<file path="config.mk">
export PLATFORM = sky130hd
export DESIGN_NAME = frame_state_unit
export DESIGN_NICKNAME = d
export VERILOG_FILES = /design/src/rtl/frame_state_unit.sv
export SDC_FILE = /design/constraint.sdc
export NUM_CORES = 1
export LEC_CHECK = 0
export ABC_AREA = 1
export BUFFER_PORTS_ARGS = -buffer_cell sky130_fd_sc_hd__buf_2
export CORE_ASPECT_RATIO = 2
export CORE_MARGIN = 2
export CORE_UTILIZATION = 43
export DETAILED_ROUTE_END_ITERATION = 6
export PLACE_DENSITY = 0.74
export SYNTH_ARGS = -nofsm -noshare
export SYNTH_HDL_FRONTEND = slang
export SYNTH_SLANG_ARGS = --single-unit
</file>
<file path="constraint.sdc">
create_clock -name clk -period 1.1 [get_ports clk]
set_input_delay 0.11 -clock clk [delete_from_list [all_inputs] [get_ports clk]]
set_output_delay 0.11 -clock clk [all_outputs]
set_load 0.02 [all_outputs]
</file>
<file path="src/rtl/frame_state_unit.sv">
module frame_state_unit #(
  parameter int PL_W  = 2,
  parameter int EC_W  = 6,
  parameter int SZ_W  = 7,
  parameter int SOR_W = 4,
  parameter int GR_W  = 7,
  parameter int FR_W  = 7,
  parameter int PR_W  = 6,
  localparam int SIZES_W = 2*SZ_W + SOR_W,
  localparam int RRB_W   = GR_W + FR_W + PR_W,
  localparam int CFM_W   = SIZES_W + RRB_W,
  localparam int PFS_W   = PL_W + EC_W + CFM_W
) (
  input  logic               clk,
  input  logic               rst_n,
  input  logic               call_i,
  input  logic               ret_i,
  input  logic               alloc_i,
  input  logic [SIZES_W-1:0] alloc_sizes_i,
  input  logic               rot_i,
  input  logic               pl_we_i,
  input  logic [PL_W-1:0]    pl_i,
  input  logic               ec_we_i,
  input  logic [EC_W-1:0]    ec_i,
  input  logic               pfs_we_i,
  input  logic [PFS_W-1:0]   pfs_i,
  output logic [PL_W-1:0]    pl_o,
  output logic [EC_W-1:0]    ec_o,
  output logic [CFM_W-1:0]   cfm_o,
  output logic [PFS_W-1:0]   pfs_o
);
  logic [PL_W-1:0]  pl_q;
  logic [EC_W-1:0]  ec_q;
  logic [CFM_W-1:0] cfm_q;
  logic [PFS_W-1:0] pfs_q;

  logic             ret_take;
  logic [GR_W-1:0]  gr_q;
  logic [FR_W-1:0]  fr_q;
  logic [PR_W-1:0]  pr_q;

  assign ret_take = ret_i & ~call_i;
  assign gr_q = cfm_q[SIZES_W +: GR_W];
  assign fr_q = cfm_q[SIZES_W+GR_W +: FR_W];
  assign pr_q = cfm_q[SIZES_W+GR_W+FR_W +: PR_W];

  always_ff @(posedge clk) begin
    if (!rst_n) begin
      pl_q  <= '0;
      ec_q  <= '0;
      cfm_q <= '0;
      pfs_q <= '0;
    end else begin
      if (call_i)        pfs_q <= {pl_q, ec_q, cfm_q};
      else if (pfs_we_i) pfs_q <= pfs_i;

      if (call_i)        cfm_q <= {{RRB_W{1'b0}}, cfm_q[SIZES_W-1:0]};
      else if (ret_i)    cfm_q <= pfs_q[CFM_W-1:0];
      else if (alloc_i)  cfm_q[SIZES_W-1:0] <= alloc_sizes_i;
      else if (rot_i)    cfm_q[CFM_W-1:SIZES_W] <= {pr_q - 1'b1, fr_q - 1'b1, gr_q - 1'b1};

      if (ret_take)      pl_q <= pfs_q[PFS_W-1 -: PL_W];
      else if (pl_we_i)  pl_q <= pl_i;

      if (ret_take)      ec_q <= pfs_q[CFM_W +: EC_W];
      else if (ec_we_i)  ec_q <= ec_i;
    end
  end

  assign pl_o  = pl_q;
  assign ec_o  = ec_q;
  assign cfm_o = cfm_q;
  assign pfs_o = pfs_q;
endmodule


</file>
# Word-level counts from Yosys, hierarchy flattened
# Cells that the tools add are included.
[totals]
regBits = 92
inputBits = 81
output_inout_bits = 92
[op_classes]
add_sub_neg = 3
n_eq_ne = 1
muxes = 10
n_bitwise = 3
reduce_logical = 8
[op_table]
columns = ["cell", "count"]
rows = [
  ["46-bit two-way mux", 2],
  ["20-bit two-way mux", 2],
  ["38-bit two-way mux", 1],
  ["18-bit two-way mux", 1],
  ["7-bit by 1-bit subtractor with 7-bit output, second input constant", 2],
  ["6-bit two-way mux", 2],
  ["2-bit nonzero test", 5],
  ["6-bit by 1-bit subtractor with 6-bit output, second input constant", 1],
  ["2-bit two-way mux", 2],
  ["2-bit AND reduction", 2],
  ["2-bit != test, second input constant", 1],
  ["1-bit NOT", 2],
  ["2-bit OR reduction", 1],
  ["1-bit bitwise AND", 1],
]

# Longest topological paths before layout
[depth]
word_depth = 4
ltp_mapped = 7

# Worst setup path after synthesis
# No wires, ideal clock.
[synth_timing]
kind = "flip-flop to flip-flop"
startpoint = "reg cfm_q[18], in the netlist cfm_o[18]"
endpoint = "reg cfm_q[19], in the netlist cfm_o[19]"
arrival_time_ns = 1.206
t_required_ns = 1.030
path_slack_ns = -0.176
stages_incl_launch_ff = 6
synth_period_minus_slack_ns = 1.276
path_cell_list = "dfxtp_1 -> inv_1 -> ha_1 -> nor3_1 -> a21oi_1 -> a21oi_1"
[synth_between]
elab_chain_len = 4
[synth_rtl]
columns = ["element", "line_no", "text"]
rows = [
  ["start, declared", "34", "logic [CFM_W-1:0] cfm_q;"],
  ["start signal, assigned", "57", "if (call_i) cfm_q <= {{RRB_W{1'b0}}, cfm_q[SIZES_W-1:0]};"],
  ["start signal, assigned", "58", "else if (ret_i) cfm_q <= pfs_q[CFM_W-1:0];"],
  ["start signal, assigned by index", "59", "else if (alloc_i) cfm_q[SIZES_W-1:0] <= alloc_sizes_i;"],
  ["7-bit by 1-bit subtractor with 7-bit output", "60", "else if (rot_i) cfm_q[CFM_W-1:SIZES_W] <= {pr_q - 1'b1, fr_q - 1'b1, gr_q - 1'b1};"],
  ["20-bit two-way mux", "60", ""],
  ["20-bit two-way mux", "59", ""],
  ["38-bit two-way mux", "58", ""],
]
# Every way passes these cells. The select of a mux whose other input is x is not followed.
# A chain may end at the register's enable or synchronous reset.

# Worst setup path in the final report
[layout_timing]
startpoint = "reg cfm_q[20], in the netlist cfm_o[20]"
endpoint = "out cfm_o[20]"
[layout_rtl]
columns = ["element", "line_no", "text"]
rows = [
  ["end, declared", "29", "output logic [CFM_W-1:0] cfm_o,"],
]
# No word-level cell between the ends.

==> flow_summary.toml <==
[sta]
tns_ns = 0
fin_crit_sh_pct = 97.3
hold_violations = 0
slew_violations = 0
worst_slew_pin_slew_ns = 0.319
holdWs_ns = 0.00398
period_needed_ns = 1.07
postLayoutSetupSlackWorst_ns = 0.0295
setup_viol = 0
slew_headroom_pct = 78.6
fin_skew_ns = 0.00673
max_freq_mhz = 934
rsz0062_at_grt = "yes"

[synth]
yosysTopAreaCellShare_pct = 44.0
synth_area_leaders = "dfxtp_1 44%, o221ai_1 9.6%, nand2_1 7.9%"
synthTopCellsByCount = "92 x dfxtp_1, 88 x nand2_1, 68 x nor2_1, 47 x nor3_1, 46 x o221ai_1"
syn_inst = 553
syn_area_um2 = 4180
ys.flop_type = "dfxtp_1"
syn_nets = 637
yosys.cell_count.top_type = "dfxtp_1"
synth_top_area_cell = "dfxtp_1"
synth_edf_count = 0
yosys_warnings = 0
avgSynthCellArea_um2 = 7.57
seq_area_frac_synth_pct = 44.0
synthArstFlopShare_pct = 0
synth.distinct_cells = 27
synth-seq-cells = 92

[finish]
multi_input_area_um2 = 2030
n_antenna_cell = 0
design_area_um2 = 5850
fin_nets = 831
layout-drive-gt1-share_pct = 33.0
seqCellArea_um2 = 1870
n_fill_cell = 886
area_growth_pct = 39.7

[placed_design]
dpl_cell_area_um2 = 5280
dp_hpwl_um = 8970
pre_cts_ws_ns = -0.0127
io_buffers = 172
gp_congestion = 0.822

[clocking]
clock_sinks = 92
post_cts_buffers = 0
tritoncts = "built"
htreeDepth = 3
clk_pin_slew_ns = 0.06
cts_made_buffers = 9
clock_latency_ns = 0.34
clockRootBuffer = "clkbuf_16"
cts_buffer_depth = 2

[power]
power.leakage_nw = 2.66
finalPower_mw = 8.32
irDropWorstVdd_mv = 0.919
power.density_nw_per_um2 = 1420

[drt]
drc = 0
first_pass_iters = 5
num_vias = 4694
ant_nets = 0
drt_iter0_markers = 241
wire_per_inst_um = 14.8
viasPerCell = 5.47
drt_wl_total_um = 12700

[critical_path]
startpoint_type = "flip-flop"
reg2reg_slack_ns = 0.06
crit_end = "cfm_o[20]"
r2r_cells = 5
required_ns = 0.99
critPathCaptureType = "primary output"
worstSetupStartpoint = "cfm_o[20]$_SDFFE_PP0P_"
reg2reg_from = "cfm_o[26]$_SDFFE_PP0P_"
worstPathMaxFanout = 4
path_class = "reg2out"
critPathArrivalTime_ns = 0.96
rr_endpoint = "cfm_o[26]$_SDFFE_PP0P_"

[die]
initial_core_util_pct = 43.7
die_y_um = 144
rows = 51
core-area_um2 = 9570
die-area_um2 = 10600
die_w_um = 73.8
io_pins = 173

[grt]
grt_overflow = 0
grt_max_degree = 45
antenna_found_initial = 0
grt_pass1_wl_um = 20300
grt_pass1_vias = 4355
track_usage_pct = 24.1

[job]
max_cap_violations = 0

[worst_hold_path]
hp-class = "in2reg"
hold_depth = 3

[run_status]
run_status = "finished, final reports clean"
-- layer usage --
metal	vias to the layer above	part of all wire, %	track usage [%]
met1	2147	43	31.1
met3	12	7.4	5.54
met2	214	48	38.3
met5	-	0	0
li1	2321	-	-
met4	0	1.4	9.76
-- state kept, by name (all words and copies together) (netlist names) --
signal and flops:
pfs_o 46, cfm_o 38, ec_o 6, pl_o 2
-- logic make-up after synthesis --
logic type | share of synthesized area, %
compound gates | 22.3
xor+xnor | 0.628
flops | 44.0
buf+inv | 8.64
simple gates | 23.5
fa+ha+maj | 0.897
-- worst max-delay path: stages (launching register included) --
cell,delay [ns]
dfxtp_2,0.35
buf_4,0.15
buf_6,0.12
-- final cells by class --
cell class | instances | area share [%]
Inverter | 39 | 2.55
Tap cell | 106 | 2.27
Multi-Input combinational cell | 380 | 34.6
Timing Repair Buffer | 225 | 23.7
Clock buffer | 15 | 4.75
Sequential cell | 92 | 32.0
Clock inverter | 1 | 0.0856
-- how the worst min path moves through the flow --
| stage | from | end | slack, ns |
|---|---|---|---|
| 4_1_cts | pfs_i[1] | pfs_o[1]$_SDFFE_PN0P_ | 0.00006 |
| 3_3_place_gp | pfs_i[15] | pfs_o[15]$_SDFFE_PN0P_ | 0.34 |
| 6_report | pfs_i[8] | pfs_o[8]$_SDFFE_PN0P_ | 0.004 |
| 5_1_grt | pfs_i[0] | pfs_o[0]$_SDFFE_PN0P_ | 0.007 |
| 2_1_floorplan | ec_i[2] | ec_o[2]$_SDFFE_PN0P_ | 0.25 |
| 3_5_place_dp | pfs_i[17] | pfs_o[17]$_SDFFE_PN0P_ | 0.34 |
-- layout by cell type (no fill, tap or decap), types with 6 or more instances in the layout --
| master | instances |
|---|---|
| clkbuf_16 | 9 |
| a21oi_1 | 25 |
| a31oi_1 | 22 |
| nor2_1 | 65 |
| buf_2 | 170 |
| o21ai_1 | 18 |
| dfxtp_1 | 79 |
| nand2_1 | 88 |
| inv_1 | 31 |
| inv_2 | 6 |
| o21ai_0 | 28 |
| nand3_1 | 19 |
| dlygate4sd3_1 | 21 |
| buf_4 | 27 |
| nor3_1 | 47 |
| dfxtp_2 | 8 |
| o221ai_1 | 46 |
-- where the power goes --
part           internal (mW)  total (mW)  switching, mW
combinational          0.664        1.63          0.967
sequential              3.56        3.75          0.191
clock                   1.72        2.95           1.23
-- per-stage QoR --
step,util (%),instances
after floorplan,-,553
after global placement,55.2,821
after detailed placement,55.2,821
after CTS,60.4,858
after global routing,61.1,858
final,61.1,858
-- timing repair --
item | 4_1_cts | 5_1_grt
hold endpoints to repair | 21 | 0
hold buffers | 21 | 0
gates resized for setup | 4 | 20
pin swaps | 1 | 2
setup endpoints to repair | 4 | 21
(Power assumes the default switching activity.)
